**src/rtl/spi_hd_pkg.sv**
```systemverilog
package spi_hd_pkg;

  typedef struct packed {
    logic en;
    logic master;
    logic bidir;
    logic bidir_out;
    logic rxonly;
    logic soft_nss;
    logic ssi;
  } spi_cfg_t;

  // Receive-only arrangement: shared wire pointed inward, or receive-only on a split wire.
  function automatic logic rx_only_mode(spi_cfg_t c);
    return c.bidir ? !c.bidir_out : c.rxonly;
  endfunction

  // Whether the transmit-side data pin may be driven under this configuration.
  function automatic logic tx_pin_drive(spi_cfg_t c);
    return c.bidir ? c.bidir_out : !c.rxonly;
  endfunction

  // SCK half period in system clocks for an even divisor.
  function automatic int unsigned half_div(int unsigned div);
    return (div < 2) ? 1 : div / 2;
  endfunction

endpackage

```
**src/rtl/spi_hd_sync.sv**
```systemverilog
module spi_hd_sync #(
  parameter int unsigned STAGES = 2,
  parameter logic        INIT   = 1'b0
) (
  input  logic clk,
  input  logic rst_n,
  input  logic d,
  output logic q
);
  logic [STAGES-1:0] ff;

  always_ff @(posedge clk or negedge rst_n) begin
    if (!rst_n) ff <= {STAGES{INIT}};
    else        ff <= {ff[STAGES-2:0], d};
  end

  assign q = ff[STAGES-1];
endmodule

```
**src/rtl/spi_hd_mseq.sv**
```systemverilog
module spi_hd_mseq #(
  parameter int unsigned DIV  = 8,
  parameter int unsigned BITS = 8
) (
  input  logic clk,
  input  logic rst_n,
  input  logic start,
  input  logic cont,
  output logic sck,
  output logic rise_evt,
  output logic fall_evt,
  output logic word_done,
  output logic active
);
  localparam int unsigned HALF = spi_hd_pkg::half_div(DIV);
  localparam int CW = (HALF > 1) ? $clog2(HALF) : 1;
  localparam int BW = (BITS > 1) ? $clog2(BITS) : 1;

  logic [CW-1:0] div_cnt;
  logic [BW-1:0] bit_cnt;
  logic          tick;

  assign tick      = active && (div_cnt == CW'(HALF - 1));
  assign rise_evt  = tick && !sck;
  assign fall_evt  = tick && sck;
  assign word_done = fall_evt && (bit_cnt == BW'(BITS - 1));

  always_ff @(posedge clk or negedge rst_n) begin
    if (!rst_n) begin
      active  <= 1'b0;
      sck     <= 1'b0;
      div_cnt <= '0;
      bit_cnt <= '0;
    end else if (!active) begin
      if (start) begin
        active  <= 1'b1;
        sck     <= 1'b0;
        div_cnt <= '0;
        bit_cnt <= '0;
      end
    end else begin
      div_cnt <= tick ? '0 : div_cnt + 1'b1;
      if (tick) sck <= ~sck;
      if (fall_evt) bit_cnt <= word_done ? '0 : bit_cnt + 1'b1;
      if (word_done && !cont) active <= 1'b0;
    end
  end

  // SCK only moves on a divider tick
  p_sck_only_on_tick_r2: assert property (@(posedge clk) disable iff (!rst_n)
    !tick |=> $stable(sck));
  // an idle sequencer holds SCK low
  p_idle_sck_low_r8: assert property (@(posedge clk) disable iff (!rst_n)
    !active |-> !sck);
  // sequencer stays active into the next word when continuation is requested
  p_cont_keeps_active_r3: assert property (@(posedge clk) disable iff (!rst_n)
    (word_done && cont) |=> active);
endmodule

```
**src/rtl/spi_hd_ctrl.sv**
```systemverilog
module spi_hd_ctrl
  import spi_hd_pkg::*;
#(
  parameter int unsigned DW  = 8,
  parameter int unsigned DIV = 8
) (
  input  logic          clk,
  input  logic          rst_n,
  input  logic          cfg_enable,
  input  logic          cfg_master,
  input  logic          cfg_bidir,
  input  logic          cfg_bidir_out,
  input  logic          cfg_rxonly,
  input  logic          cfg_soft_nss,
  input  logic          cfg_ssi,
  input  logic          host_wr,
  input  logic          host_rd,
  input  logic [DW-1:0] host_wdata,
  output logic [DW-1:0] host_rdata,
  output logic          tx_empty,
  output logic          rx_full,
  output logic          busy,
  output logic          sck_o,
  output logic          sck_oe,
  input  logic          sck_i,
  input  logic          nss_i,
  output logic          mosi_o,
  output logic          mosi_oe,
  input  logic          mosi_i,
  output logic          miso_o,
  output logic          miso_oe,
  input  logic          miso_i
);
  localparam int CW = (DW > 1) ? $clog2(DW) : 1;

  spi_cfg_t cfg;
  assign cfg = '{en: cfg_enable, master: cfg_master, bidir: cfg_bidir,
                 bidir_out: cfg_bidir_out, rxonly: cfg_rxonly,
                 soft_nss: cfg_soft_nss, ssi: cfg_ssi};

  logic rxo, drive;
  assign rxo   = rx_only_mode(cfg);
  assign drive = tx_pin_drive(cfg);

  // ---------------- master sequencing ----------------
  logic m_go, m_active, m_sck, m_rise, m_fall, m_done;
  assign m_go = cfg.en && cfg.master && (rxo || !tx_empty);

  spi_hd_mseq #(.DIV(DIV), .BITS(DW)) u_mseq (
    .clk(clk), .rst_n(rst_n), .start(m_go), .cont(m_go),
    .sck(m_sck), .rise_evt(m_rise), .fall_evt(m_fall),
    .word_done(m_done), .active(m_active));

  // ---------------- slave sequencing ----------------
  logic sck_q, sck_qd, nss_q;
  spi_hd_sync #(.STAGES(2), .INIT(1'b0)) u_sck_sync (
    .clk(clk), .rst_n(rst_n), .d(sck_i), .q(sck_q));
  spi_hd_sync #(.STAGES(2), .INIT(1'b1)) u_nss_sync (
    .clk(clk), .rst_n(rst_n), .d(nss_i), .q(nss_q));

  always_ff @(posedge clk or negedge rst_n) begin
    if (!rst_n) sck_qd <= 1'b0;
    else        sck_qd <= sck_q;
  end

  logic          sel, s_rise, s_fall, s_done, s_load, s_loaded, s_busy;
  logic [CW-1:0] s_cnt;

  assign sel    = cfg.en && !cfg.master && (cfg.soft_nss ? !cfg.ssi : !nss_q);
  assign s_rise = sel && sck_q && !sck_qd;
  assign s_fall = sel && s_busy && !sck_q && sck_qd;
  assign s_done = s_fall && (s_cnt == CW'(DW - 1));
  assign s_load = sel && !s_loaded && !s_busy;

  always_ff @(posedge clk or negedge rst_n) begin
    if (!rst_n) begin
      s_cnt    <= '0;
      s_loaded <= 1'b0;
      s_busy   <= 1'b0;
    end else if (!sel) begin
      s_cnt    <= '0;
      s_loaded <= 1'b0;
      s_busy   <= 1'b0;
    end else begin
      if (s_load) s_loaded <= 1'b1;
      if (s_rise) s_busy <= 1'b1;
      if (s_fall) s_cnt <= s_cnt + 1'b1;
      if (s_done) begin
        s_cnt    <= '0;
        s_loaded <= 1'b0;
        s_busy   <= 1'b0;
      end
    end
  end

  // ---------------- shared datapath ----------------
  logic ev_load, ev_rise, ev_fall, ev_done, take, din;
  assign ev_load = cfg.master ? (m_go && (!m_active || m_done)) : s_load;
  assign ev_rise = cfg.master ? m_rise : s_rise;
  assign ev_fall = cfg.master ? m_fall : s_fall;
  assign ev_done = cfg.master ? m_done : s_done;
  assign take    = ev_load && !rxo && !tx_empty;
  assign din     = cfg.master ? (cfg.bidir ? mosi_i : miso_i)
                              : (cfg.bidir ? miso_i : mosi_i);

  logic [DW-1:0] shreg, txbuf, rxbuf;
  logic          rx_bit;

  always_ff @(posedge clk or negedge rst_n) begin
    if (!rst_n) begin
      shreg    <= '0;
      txbuf    <= '0;
      rxbuf    <= '0;
      rx_bit   <= 1'b0;
      tx_empty <= 1'b1;
      rx_full  <= 1'b0;
    end else begin
      if (ev_load)      shreg <= take ? txbuf : '0;
      else if (ev_fall) shreg <= {shreg[DW-2:0], rx_bit};
      if (ev_rise) rx_bit <= din;
      if (ev_done) rxbuf <= {shreg[DW-2:0], rx_bit};
      if (host_wr) txbuf <= host_wdata;
      if (host_wr)   tx_empty <= 1'b0;
      else if (take) tx_empty <= 1'b1;
      if (ev_done)      rx_full <= 1'b1;
      else if (host_rd) rx_full <= 1'b0;
    end
  end

  assign host_rdata = rxbuf;
  assign busy       = cfg.master ? m_active : s_busy;
  assign sck_o      = m_sck;
  assign sck_oe     = cfg.master && (cfg.en || m_active);
  assign mosi_o     = shreg[DW-1];
  assign miso_o     = shreg[DW-1];
  assign mosi_oe    = cfg.master && (cfg.en || m_active) && drive;
  assign miso_oe    = sel && drive;

  // a host write leaves the transmit buffer marked full
  p_wr_clears_empty_r4: assert property (@(posedge clk) disable iff (!rst_n)
    host_wr |=> !tx_empty);
  // a completed word always raises the receive flag
  p_done_sets_full_r4: assert property (@(posedge clk) disable iff (!rst_n)
    ev_done |=> rx_full);
  // receive-only arrangements never consume the transmit buffer
  p_rxonly_keeps_tx_r7: assert property (@(posedge clk) disable iff (!rst_n)
    (rxo && !host_wr) |=> $stable(tx_empty));
  // a toggling master clock implies a transfer in progress
  p_sck_implies_busy_r3: assert property (@(posedge clk) disable iff (!rst_n)
    sck_o |-> busy);
  // a slave never finishes a word without first being selected
  p_slave_done_selected_r10: assert property (@(posedge clk) disable iff (!rst_n)
    s_done |-> $past(sel));
endmodule

```
**config.mk**
```make
export PLATFORM = sky130hd
export DESIGN_NAME = spi_hd_ctrl
export DESIGN_NICKNAME = d
export VERILOG_FILES = /design/src/rtl/spi_hd_pkg.sv /design/src/rtl/spi_hd_sync.sv /design/src/rtl/spi_hd_mseq.sv /design/src/rtl/spi_hd_ctrl.sv
export SDC_FILE = /design/constraint.sdc
export NUM_CORES = 1
export LEC_CHECK = 0
export BUFFER_PORTS_ARGS = -buffer_cell sky130_fd_sc_hd__buf_4
export CORE_ASPECT_RATIO = 0.8
export CORE_UTILIZATION = 50
export DETAILED_ROUTE_END_ITERATION = 12
export PLACE_DENSITY_LB_ADDON = 0.15
export RECOVER_POWER = 25
export SLEW_MARGIN = 20
export SYNTH_ARGS = -nofsm -noshare
export SYNTH_HDL_FRONTEND = slang
export SYNTH_SLANG_ARGS = --single-unit
```
**constraint.sdc**
```tcl
create_clock -name clk -period 2.83 [get_ports clk]
set_input_delay 0.566 -clock clk [delete_from_list [all_inputs] [get_ports clk]]
set_output_delay 0.566 -clock clk [all_outputs]
set_load 0.02 [all_outputs]
```
---- Yosys cells after proc, flatten, opt, wreduce, memory -nomap -nowiden ----
Cells that the tools add are included.
storage, ports and cells
  word-level logic and storage cells ...... 114
  bits in registers ....................... 44
  output and inout port bits .............. 17
operators by class
  reduce and logical (&&, ||, !) cells .... 46
  equal/unequal tests ..................... 8
  bitwise gates (word level) .............. 1
  add/sub/neg operators ................... 3
  muxes and demuxes ....................... 40
operators with widths
  operator             count
  $mux 1               27
  $mux 8               3
  $logic_and 1x1->1    23
  $mux 3               7
  $logic_not 1->1      14
  $ne 3x1->1 const B   3
  $reduce_bool 2->1    4
  $add 3x1->3 const B  2
  $eq 3x3->1 const B   2
  $mux 2               3
  $ne 2x2->1 const B   2
  $reduce_and 2->1     2
  $logic_or 1x1->1     3
  $add 2x1->2 const B  1
  $eq 2x2->1 const B   1
  $not 1->1            1

---- Logic depth before layout (Yosys ltp) ----
  word-level depth ........................ 11
  mapped depth ............................ 7
  depth with buffers taken out ............ 7

---- Hierarchy ----
From an unflattened synthesis, not the netlist that was laid out.
unflattened totals
  cell total of the unflattened synthesis .. 181
  area, all modules ....................... 2060.7 um2
by module, submodules not included
  module                    cells each  times used  area each (um2)  seq. area each (um2)
  spi_hd_ctrl               138         1           1580.3           827.0
  spi_hd_mseq               39          1           377.9            175.2
  spi_hd_sync (u_nss_sync)  2           1           52.6             52.6
  spi_hd_sync (u_sck_sync)  2           1           50.0             50.0

---- Worst setup path before layout ----
OpenSTA, ideal clock, no wires.
  path kind ............................... reg2reg
  from .................................... register u_mseq.bit_cnt[0]
  to ...................................... register shreg[0]
  buffers on the path ..................... 0
  setup slack ............................. 0.936 ns
  stages on the path, launching flop included .. 8
  required time ........................... 2.753 ns
  data arrival time ....................... 1.817 ns
  clock period less this slack ............ 1.894 ns
  path through ............................ dfrtp_1 > ha_1 > ha_1 > nand3_1 > and2_1 > a2bb2oi_1 > a21oi_1 > a21oi_1
on the way
  longest elaborated chain between the ends .. 9
  elaborated cells between the ends (all ways) .. 10
ends and longest elaborated chain
  what                            line                source
  from (decl)                     spi_hd_mseq.sv:20   logic [BW-1:0] bit_cnt;
  from (signal assigned)          spi_hd_mseq.sv:44   if (fall_evt) bit_cnt <= word_done ? '0 : bit_cnt + 1'b1;
  $eq 3x3->1 *                    spi_hd_mseq.sv:26   assign word_done = fall_evt && (bit_cnt == BW'(BITS - 1));
  $logic_and 1x1->1 *             spi_hd_mseq.sv:26
  $logic_or 1x1->1 *              spi_hd_ctrl.sv:98   assign ev_load = cfg.master ? (m_go && (!m_active || m_done)) : s_load;
  $logic_and 1x1->1 *             spi_hd_ctrl.sv:98
  $mux 1 *                        spi_hd_ctrl.sv:98
  $logic_and 1x1->1 (2 in a row)  spi_hd_ctrl.sv:102  assign take = ev_load && !rxo && !tx_empty;
  $mux 8 (2 in a row)             spi_hd_ctrl.sv:118  if (ev_load) shreg <= take ? txbuf : '0;
  to (signal assigned)            spi_hd_ctrl.sv:118
  to (signal assigned)            spi_hd_ctrl.sv:119  else if (ev_fall) shreg <= {shreg[DW-2:0], rx_bit};
  to (decl)                       spi_hd_ctrl.sv:106  logic [DW-1:0] shreg, txbuf, rxbuf;
Every way passes the cells marked *; elsewhere a longest branch is shown, timed or not.
A chain may end at the register's enable or synchronous reset.

---- Worst setup path in the final report ----
  from .................................... register u_mseq.bit_cnt[0]
  to ...................................... register shreg[1]
The elaborated chain is that of the path after synthesis.

==> results.sh <==
export IMPL_status="completed"
export IMPL_final_seq_area_um2=1100
export IMPL_cp_depth=7
export IMPL_clockBufferDepth=2
export IMPL_skew_ns=0.00890
export IMPL_setup_tns_ns=0
export IMPL_synth_top_cells_by_area="dfrtp_1 51%, mux2_2 10%, a21oi_1 5.4%, dfstp_2 3.9%, nor2_1 3.3%"
export IMPL_synth_top_area_cell="dfrtp_1"
export IMPL_top_level_ports=40
export IMPL_cellPowerDensity_nw_per_um2=657
export IMPL_drive_above_1_share_pct=33.5
export IMPL_whs_ns=0.356
export IMPL_min_period_ns=2.21
export IMPL_finalSetupViolCount=0
export IMPL_grt_pass1_wl_um=6800
export IMPL_cp_arrival_ns=2.43
export IMPL_yosysMostFrequentCell="dfrtp_1"
export IMPL_multi_input_area_um2=883
export IMPL_cp_max_fo=8
export IMPL_first_iter_violations=101
export IMPL_syn_to_final_growth_pct=21.8
export IMPL_critPathSlowestCell="a2bb2oi_1"
export IMPL_io_buffers=39
export IMPL_critPathKind="reg -> reg"
export IMPL_critical_path_buf_inv_count=0
export IMPL_rsz0062_at_grt="false"
export IMPL_crit_chain="ha_1 -> ha_1 -> nand3_1 -> and2_1 -> a2bb2oi_1 -> a21oi_1 -> a21oi_1"
export IMPL_period_share_pct=78.1
export IMPL_critical_path_top_delay_family="compound AO/OA/AOI/OAI gates"
export IMPL_track_usage_pct=21.7
export IMPL_cap_violations=0
export IMPL_drc_errors=0
export IMPL_report_final_hold_viol_count=0
export IMPL_dp_hpwl_um=2990
export IMPL_netlist_area_um2=2020
export IMPL_wl_um=4120
export IMPL_synth_warnings=0
export IMPL_end_kind="register"
export IMPL_synth_distinct_cells=38
export IMPL_gp_congestion=0.793
export IMPL_hold_path_cell_count=0
export IMPL_vias_per_cell=5.36
export IMPL_synth_cells=179
export IMPL_min_path_type="reg -> reg"
export IMPL_synth_async_reset_ratio_pct=100
export IMPL_numCtsBuffers=5
export IMPL_insertedDiodeCount=0
export IMPL_post_cts_resized=0
export IMPL_die_height_um=58.9
export IMPL_finalMaxSlewViolations=0
export IMPL_wl_per_cell_um=14.9
export IMPL_cts_tree="built"
export IMPL_die_area_um2=4310
export IMPL_antenna_found_initial=0
export IMPL_cts_root_buffer="clkbuf_8"
export IMPL_worst_slew_pin_slew_ns=1.09
export IMPL_fp_row_count=20
export IMPL_vias=1480
export IMPL_max_freq_mhz=453
export IMPL_insertion_delay_ns=0.30
export IMPL_die_x_um=73.1
export IMPL_grt_ovfl_total=0
export IMPL_critPathLaunchType="register"
export IMPL_cts_sinks=44
export IMPL_synth_nets=207
export IMPL_drt_first_pass_iters=4
export IMPL_grt_pass1_vias=1424
export IMPL_synth_top_area_share_pct=50.7
export IMPL_path_clk_slew_ns=0.08
export IMPL_ir_worst_vdd_mv=0.423
export IMPL_placed_cells=268
export IMPL_postRouteAntennaNets=0
export IMPL_seq_area_frac_synth_pct=54.6
export IMPL_core_area_um2=3830
export IMPL_grt_max_degree=45
export IMPL_synth_edff_count=0
export IMPL_synth_avg_cell_area_um2=11.3
export IMPL_nFillCells=314
export IMPL_critPathMaxStageDelay_ns=0.53
export IMPL_synth_commonest_cells="41 x dfrtp_1, 22 x a21oi_1, 18 x mux2_2, 18 x nor2_1, 16 x nand2_1"
export IMPL_layout_cells_non_filler=276
export IMPL_p_leak_uw=0.00114
export IMPL_htreeDepth=2
export IMPL_slew_headroom_pct=27.1
export IMPL_postCtsSetupBuffers=0
export IMPL_final_nets=248
export IMPL_start_util_pct=52.9
export IMPL_holdBufCountCts=0
export IMPL_r2r_cells=7
export IMPL_synth_seq_cells=44
export IMPL_synth_flop_cell="dfrtp_1"
export IMPL_cp_required_ns=3.05
## layer usage
metal / GRT usage, % / vias to the layer above / wire length, um
li1: - / 720 / -
met3: 6.68 / 2 / 175
met4: 6.72 / 0 / 16
met1: 31.6 / 718 / 2010
met5: 0 / - / 0
met2: 31.0 / 40 / 1910
## kinds of logic after synthesis
group,count (synthesis),share of synthesized area (%)
flip-flops,44,54.6
AND/OR/NAND/NOR,60,14.8
buffers and inverters,8,1.79
XOR/XNOR,1,0.433
AO/OA/AOI/OAI,39,13.1
adder cells (fa/ha/maj),5,3.09
multiplexers,22,12.2
## placed cells by master (no fill, tap or decap), drive strengths merged, types with 2 or more instances in the layout
master  netlist  layout
dfstp         3       3
inv           3       3
buf           3      36
and3b         2       2
nor2         18      18
nor3          2       2
ha            5       5
nand3b        3       3
mux2         19      19
mux2i         3       3
nand2        16      16
o21ai         5       5
and3          2       2
nand2b        4       4
clkbuf        2       9
nand3         9       9
a31oi         2       2
dfrtp        41      41
a21oi        22      22
## registers in the layout (all words and copies together) (netlist names)
signal and count:
rx_bit 1, rx_full 1, s_busy 1, u_mseq.bit_cnt 3
s_cnt 3, sck_qd 1, u_nss_sync.ff 2, u_sck_sync.ff 2
host_rdata 8, u_mseq.div_cnt 2, u_mseq.sck 1, txbuf 8
u_mseq.active 1, tx_empty 1, shreg 8, s_loaded 1
## cell type report
| class | instances | area share, % |
|---|---|---|
| multi-input combinational | 127 | 35.8 |
| clock buffer | 6 | 2.94 |
| timing repair buffer | 39 | 11.8 |
| inverter | 3 | 0.457 |
| sequential | 44 | 44.8 |
| clock inverter | 2 | 1.42 |
| tap | 55 | 2.79 |
## per-stage QoR
step	worst slack, ns	util (%)	total power [uW]	cell area, um^2
after floorplan	0.936	-	1010	2020
after global placement	0.737	61.7	1140	2360
after detailed placement	0.681	61.7	1160	2360
after CTS	0.654	64.5	1640	2470
after global routing	0.472	64.4	1710	2470
final	0.621	64.4	1620	2470
## worst paths after layout
check                                              startpoint                             to  slack, ns
max in group asynchronous                               rst_n  u_mseq.div_cnt[1]$_DFFE_PN0P_       1.70
worst min-delay path               u_sck_sync.ff[0]$_DFF_PN0_     u_sck_sync.ff[1]$_DFF_PN0_       0.36
worst max register to register  u_mseq.bit_cnt[0]$_DFFE_PN0P_           shreg[1]$_DFFE_PN0P_       0.62
worst min register to register     u_sck_sync.ff[0]$_DFF_PN0_     u_sck_sync.ff[1]$_DFF_PN0_       0.36
worst max-delay path            u_mseq.bit_cnt[0]$_DFFE_PN0P_           shreg[1]$_DFFE_PN0P_       0.62
min in group asynchronous                               rst_n     u_sck_sync.ff[1]$_DFF_PN0_       0.46
## power by group
| group | internal, uW | total (uW) | leakage (uW) | switching (uW) |
|---|---|---|---|---|
| Combinational | 162 | 340 | 0.000553 | 178 |
| Sequential | 726 | 810 | 0.000531 | 83.5 |
| Clock | 262 | 470 | 0.0000552 | 208 |
| Total | 1150 | 1620 | 0.00114 | 470 |
## worst reg2reg max path: stages, from the launching register on
cell,delay (ns)
dfrtp_1,0.41
ha_1,0.22
ha_1,0.21
nand3_1,0.19
and2_1,0.27
a2bb2oi_1,0.53
a21oi_1,0.15
a21oi_1,0.17
(Power assumes the default switching activity.)
